`src/rtl/bmdma_pkg.sv`:
```
package bmdma_pkg;
  localparam int REG_W = 32;
  localparam int BYTES = REG_W / 8;

  // status bit positions (software decodes these)
  localparam int ST_PRD = 7;
  localparam int ST_CAP = 5;
  localparam int ST_FIS = 2;
  localparam int ST_ERR = 1;
  localparam int ST_ACT = 0;

  localparam int CMD_START = 0;

  // byte lanes inside the command/status word
  localparam int CMD_LANE = 0;
  localparam int STS_LANE = 2;

  // table base low bits forced to zero (dword alignment)
  localparam logic [REG_W-1:0] PTR_MASK = ~REG_W'(3);

  typedef struct packed {
    logic prd_done;
    logic prd_irq;
    logic eot_done;
    logic fis_irq;
    logic ien;
    logic abort;
  } chan_ev_t;
endpackage

```
`src/rtl/bmdma_w1c.sv`:
```
module bmdma_w1c (
  input  logic clk,
  input  logic rst_n,
  input  logic set_i,
  input  logic clr_i,
  output logic flag_q
);
  // a set event outranks a software clear in the same cycle
  always_ff @(posedge clk) begin
    if (!rst_n) flag_q <= 1'b0;
    else        flag_q <= set_i | (flag_q & ~clr_i);
  end
endmodule

```
`src/rtl/bmdma_wdec.sv`:
```
module bmdma_wdec
  import bmdma_pkg::*;
#(
  parameter int NCH = 2,
  localparam int SW = (NCH > 1) ? $clog2(NCH) : 1,
  localparam int WA = SW + 1
) (
  input  logic [WA-1:0]        waddr,
  input  logic [BYTES-1:0]     be,
  input  logic                 wr,
  output logic [NCH-1:0]       cmd_we,
  output logic [NCH-1:0]       sts_we,
  output logic [NCH*BYTES-1:0] ptr_be
);
  logic [SW-1:0] sel;
  logic          is_ptr;

  assign sel    = waddr[WA-1:1];
  assign is_ptr = waddr[0];

  for (genvar c = 0; c < NCH; c++) begin : g_dec
    logic hit;
    assign hit       = wr && (sel == SW'(c));
    assign cmd_we[c] = hit && !is_ptr && be[CMD_LANE];
    assign sts_we[c] = hit && !is_ptr && be[STS_LANE];
    assign ptr_be[c*BYTES +: BYTES] = (hit && is_ptr) ? be : '0;
  end
endmodule

```
`src/rtl/bmdma_chan.sv`:
```
module bmdma_chan
  import bmdma_pkg::*;
(
  input  logic             clk,
  input  logic             rst_n,
  input  logic             cmd_we,
  input  logic [7:0]       cmd_wd,
  input  logic             sts_we,
  input  logic [7:0]       sts_wd,
  input  logic [BYTES-1:0] ptr_be,
  input  logic [REG_W-1:0] ptr_wd,
  input  chan_ev_t         ev,
  output logic [7:0]       cmd_q,
  output logic [7:0]       sts_q,
  output logic [REG_W-1:0] ptr_q,
  output logic             start_q,
  output logic             go_q
);
  logic act_q, cap_q, prd_q, fis_q, err_q;
  logic start_wr1, start_wr0;

  assign start_wr1 = cmd_we &&  cmd_wd[CMD_START];
  assign start_wr0 = cmd_we && !cmd_wd[CMD_START];

  always_ff @(posedge clk) begin
    if (!rst_n) begin
      start_q <= 1'b0;
      act_q   <= 1'b0;
      go_q    <= 1'b0;
      cap_q   <= 1'b0;
    end else begin
      if (cmd_we) start_q <= cmd_wd[CMD_START];
      go_q <= start_wr1 && !act_q;
      if (start_wr1)                        act_q <= 1'b1;
      else if (start_wr0 || ev.eot_done)    act_q <= 1'b0;
      if (sts_we) cap_q <= sts_wd[ST_CAP];
    end
  end

  bmdma_w1c u_prd (
    .clk(clk), .rst_n(rst_n),
    .set_i(ev.prd_done && ev.prd_irq),
    .clr_i(sts_we && sts_wd[ST_PRD]),
    .flag_q(prd_q)
  );

  bmdma_w1c u_fis (
    .clk(clk), .rst_n(rst_n),
    .set_i(ev.fis_irq && ev.ien),
    .clr_i(sts_we && sts_wd[ST_FIS]),
    .flag_q(fis_q)
  );

  bmdma_w1c u_err (
    .clk(clk), .rst_n(rst_n),
    .set_i(ev.abort),
    .clr_i(sts_we && sts_wd[ST_ERR]),
    .flag_q(err_q)
  );

  always_comb begin
    sts_q         = '0;
    sts_q[ST_PRD] = prd_q;
    sts_q[ST_CAP] = cap_q;
    sts_q[ST_FIS] = fis_q;
    sts_q[ST_ERR] = err_q;
    sts_q[ST_ACT] = act_q;
    cmd_q            = '0;
    cmd_q[CMD_START] = start_q;
  end

  logic [REG_W-1:0] ptr_r;
  for (genvar b = 0; b < BYTES; b++) begin : g_ptr
    always_ff @(posedge clk) begin
      if (!rst_n)        ptr_r[b*8 +: 8] <= '0;
      else if (ptr_be[b]) ptr_r[b*8 +: 8] <= ptr_wd[b*8 +: 8] & PTR_MASK[b*8 +: 8];
    end
  end
  assign ptr_q = ptr_r;
endmodule

```
`src/rtl/bmdma_regfile.sv`:
```
module bmdma_regfile
  import bmdma_pkg::*;
#(
  parameter int NCH = 2,
  localparam int SW = (NCH > 1) ? $clog2(NCH) : 1,
  localparam int WA = SW + 1
) (
  input  logic                 clk,
  input  logic                 rst_n,
  input  logic [WA-1:0]        reg_waddr,
  input  logic [REG_W-1:0]     reg_wdata,
  input  logic [BYTES-1:0]     reg_be,
  input  logic                 reg_wr,
  output logic [REG_W-1:0]     reg_rdata,
  input  logic [NCH-1:0]       ev_prd_done,
  input  logic [NCH-1:0]       ev_prd_irq,
  input  logic [NCH-1:0]       ev_eot_done,
  input  logic [NCH-1:0]       ev_fis_irq,
  input  logic [NCH-1:0]       dev_ien,
  input  logic [NCH-1:0]       ev_abort,
  output logic [NCH-1:0]       dma_start,
  output logic [NCH-1:0]       dma_go,
  output logic [NCH*REG_W-1:0] tbl_base
);
  logic [NCH-1:0]       cmd_we, sts_we;
  logic [NCH*BYTES-1:0] ptr_be;
  logic [7:0]           cmd_q [NCH];
  logic [7:0]           sts_q [NCH];
  logic [REG_W-1:0]     ptr_q [NCH];

  bmdma_wdec #(.NCH(NCH)) u_wdec (
    .waddr(reg_waddr), .be(reg_be), .wr(reg_wr),
    .cmd_we(cmd_we), .sts_we(sts_we), .ptr_be(ptr_be)
  );

  for (genvar c = 0; c < NCH; c++) begin : g_ch
    chan_ev_t ev;
    assign ev = '{prd_done: ev_prd_done[c], prd_irq: ev_prd_irq[c],
                  eot_done: ev_eot_done[c], fis_irq: ev_fis_irq[c],
                  ien: dev_ien[c], abort: ev_abort[c]};

    bmdma_chan u_chan (
      .clk(clk), .rst_n(rst_n),
      .cmd_we(cmd_we[c]), .cmd_wd(reg_wdata[CMD_LANE*8 +: 8]),
      .sts_we(sts_we[c]), .sts_wd(reg_wdata[STS_LANE*8 +: 8]),
      .ptr_be(ptr_be[c*BYTES +: BYTES]), .ptr_wd(reg_wdata),
      .ev(ev),
      .cmd_q(cmd_q[c]), .sts_q(sts_q[c]), .ptr_q(ptr_q[c]),
      .start_q(dma_start[c]), .go_q(dma_go[c])
    );
    assign tbl_base[c*REG_W +: REG_W] = ptr_q[c];
  end

  always_comb begin
    reg_rdata = '0;
    for (int c = 0; c < NCH; c++) begin
      if (reg_waddr[WA-1:1] == SW'(c)) begin
        if (reg_waddr[0]) reg_rdata = ptr_q[c];
        else reg_rdata = (REG_W'(sts_q[c]) << (8*STS_LANE)) |
                         (REG_W'(cmd_q[c]) << (8*CMD_LANE));
      end
    end
  end
endmodule

```
`config.mk`:
```
export PLATFORM = sky130hd
export DESIGN_NAME = bmdma_regfile
export DESIGN_NICKNAME = d
export VERILOG_FILES = /design/src/rtl/bmdma_pkg.sv /design/src/rtl/bmdma_w1c.sv /design/src/rtl/bmdma_wdec.sv /design/src/rtl/bmdma_chan.sv /design/src/rtl/bmdma_regfile.sv
export SDC_FILE = /design/constraint.sdc
export NUM_CORES = 1
export LEC_CHECK = 0
export CELL_PAD_IN_SITES_DETAIL_PLACEMENT = 0
export CELL_PAD_IN_SITES_GLOBAL_PLACEMENT = 1
export CORE_ASPECT_RATIO = 1.4
export CORE_UTILIZATION = 41
export CTS_CLUSTER_SIZE = 40
export DETAILED_ROUTE_END_ITERATION = 8
export DONT_BUFFER_PORTS = 1
export PLACE_DENSITY = 0.86
export REMOVE_ABC_BUFFERS = 1
export SLEW_MARGIN = 15
export SYNTH_ARGS = -nofsm -noshare
export SYNTH_HDL_FRONTEND = slang
export SYNTH_SLANG_ARGS = --single-unit
export TNS_END_PERCENT = 10
```
`constraint.sdc`:
```
create_clock -name clk -period 1.2 [get_ports clk]
set_input_delay 0.24 -clock clk [delete_from_list [all_inputs] [get_ports clk]]
set_output_delay 0.24 -clock clk [all_outputs]
set_load 0.03 [all_outputs]
```
==> reports/qor.yml <==
detailed_place_hpwl_um: 5880
startpoint: "g_ch[1].u_chan.ptr_q[16]"
yosysSeqAreaShare: 0.422
crit_arrival_ns: 1.22
ant_nets: 0
crit_path_max_fanout: 2
regArea_um2: 1550
synth_top_cell_by_area: "dfxtp_1"
rsz0062_at_grt: "true"
synthSimpleGateAreaFrac: 0.198
layout.cells.non_filler: 546
netlist_instances: 363
cp.required_ns: 0.96
drt_wl_total_um: 8530
min_path_cells: 1
grt_pass1_vias: 2821
synth_compound_area_frac: 0.0221
leakage_nw: 2.11
fin_total_pwr_mw: 5.52
fin_crit_sh: 1.22
hold_start: "reg_wdata[17]"
cts_inserted_buffers: 9
synth-xor-area-share: 0
fin_crit_ns: 1.46
drive_gt1_frac: 0.396
clock_sinks: 74
skew_ns: 0.000573
cts_tree: "yes"
synth_fa_ha_area_frac: 0
maxCapViolations: 0
first_pass_iters: 4
route.detailed.drc: 0
place_inst: 528
synth_top_cell_area_share: 0.422
most-common-layout-cells: "nand2_1, buf_4, mux2i_1, dfxtp_2, nor2b_1"
synthMuxAreaShare: 0.294
root_buffer: "clkbuf_16"
gp_congestion: 0.752
grtUsageTotal: 0.190
fmax_mhz: 683
cp_num_buf_inv: 0
final_common_cell: "nand2_1"
violations: "negative setup slack"
antenna_found_initial: 0
netlist_area_um2: 3510
fin_area_um2: 4520
wire_per_inst_um: 15.6
final_core_util: 0.548
routed_via_density: 5.07
cts_max_level: 3
grt_pass1_wl_um: 13200
drt_iter0_markers: 110
status: "finished, violations left"
crit_path_start_kind: "register"
area_delta_synth_final_pct: 28.8
worstPathCellList: "mux4_2"
timing.rr.start: "g_ch[1].u_chan.ptr_q[21]"
worst-setup-path-type: "reg2out"
overflow: 0
cts_hold_buf: 0
start_util: 0.426
worstReg2RegEnd: "g_ch[1].u_chan.ptr_q[21]"
cp-end-kind: "primary output"
clk_pin_slew_ns: 0.05
multi_input_area_um2: 1820
dieArea_um2: 8940
grt_max_degree: 101
die_height_um: 111
post_dp_cell_area_um2: 4160
nFillCells: 756
antenna_cells: 0
cellPowerDensity_nw_per_um2: 1220
io_buffers: 0
worst_r2r_path_depth: 4
synthTopCellsByArea: "dfxtp_1, mux2i_1, nand2_1"
ys_warn_count: 0
hold_path_end: "g_ch[0].u_chan.u_err.flag_q"
drv_slew: 0
final-setup-viol-count: 31
ys_seq_elements: 74
syn_avg_cell_area_um2: 9.67
insertion_delay_ns: 0.32
rrSetupSlack_ns: 0.37
die_w_um: 80.2
hold_violations: 0
fin_ws_ns: -0.264
clockBufferDepth: 2
hp-class: "in2reg"
cp_top_family: "multiplexers"
cp_slowest_cell: "mux4_2"
synth_top_family_by_area: "multiplexers"
design.portCount: 153
fin_nets: 492
ys_types: 25
vdd_ir_drop_max_mv: 0.873
core-area_um2: 8250
detailroute.via_count: 2768
slowest_delay_ns: 0.59
placementRows: 39
[layer usage]
metal  track usage  share of wire  up-vias  wire length, µm
li1              -              -     1373                -
met1         0.191           0.39     1277             3300
met2         0.345           0.52      104             4420
met3        0.0680          0.077       14              655
met4        0.0810          0.017        0              144
met5             0              0        -                0
[synth_stat cells]
library cell  number
buf_6              2
mux2i_1           92
dfxtp_1           74
buf_4             14
nor3_1             2
a311oi_1           4
a31oi_1            2
buf_2              8
nand4bb_1          1
and4bb_2           1
nor2_1             1
nand4_4            1
nor2b_1           25
a21oi_1            4
o21ai_0            2
and4_1             1
nand4_2            2
nand3b_1           2
mux4_2             5
clkbuf_1          11
nand4b_1           2
nand2_1           99
inv_1              3
and4b_1            4
conb_1             1
[power breakdown]
group          switching (mW)  internal [mW]  leakage [nW]
Clock                    1.01           1.44         0.131
Sequential             0.0316           2.53         0.628
Combinational           0.293          0.216          1.35
Total                    1.33           4.19          2.11
[logic make-up (layout without fill, tap and decap cells)]
group / count (synthesis) / after routing
AO/OA/AOI/OAI: 12 / 12
buffers and inverters: 38 / 115
flip-flops: 74 / 74
multiplexers: 97 / 97
other: 1 / 5
AND/OR/NAND/NOR: 141 / 141
[worst register-to-register path, stage by stage, from the launching register on]
cell and delay, ns:
dfxtp_2 0.31, buf_4 0.12, buf_4 0.16, nand2_1 0.06, mux2i_1 0.06
[area by class of cell]
| type | instances | area share |
|---|---|---|
| clock buffers | 11 | 0.0537 |
| clock inverters | 5 | 0.00664 |
| inverters | 3 | 0.00249 |
| multi-input cells | 255 | 0.403 |
| flip-flops and latches | 74 | 0.343 |
| well taps | 102 | 0.0282 |
| repair buffers | 96 | 0.162 |
[worst max path at each step]
stage                    endpoint  cells after the start
CTS                 reg_rdata[16]                      1
global route        reg_rdata[16]                      1
detailed placement  reg_rdata[16]                      1
floorplan           reg_rdata[10]                      2
finish              reg_rdata[16]                      1
global placement    reg_rdata[16]                      1
[through the flow]
| step | TNS, ns | hold slack [ns] | worst slack, ns |
|---|---|---|---|
| 6_report | -2.28 | 0.0125 | -0.264 |
| 3_5_place_dp | 0 | 0.350 | 0.0777 |
| 2_1_floorplan | -3.22 | 0.340 | -0.117 |
| 5_1_grt | -3.78 | 0.00162 | -0.291 |
| 4_1_cts | -2.67 | 0.00220 | -0.276 |
| 3_3_place_gp | 0 | 0.345 | 0.0802 |
[flip-flops by register name (all words and copies together), names as in the netlist]
| name | flops |
|---|---|
| g_ch.u_chan.act_q | 2 |
| g_ch.u_chan.cap_q | 2 |
| g_ch.u_chan.go_q | 2 |
| g_ch.u_chan.ptr_q | 60 |
| g_ch.u_chan.start_q | 2 |
| g_ch.u_chan.u_err.flag_q | 2 |
| g_ch.u_chan.u_fis.flag_q | 2 |
| g_ch.u_chan.u_prd.flag_q | 2 |
[repair_timing]
item,CTS,global route
resized for setup,44,12
setup buffers,2,0
endpoints found under the hold margin,0,0
setup endpoints to repair,31,31
Note: power is estimated with default switching activity, not from simulation.
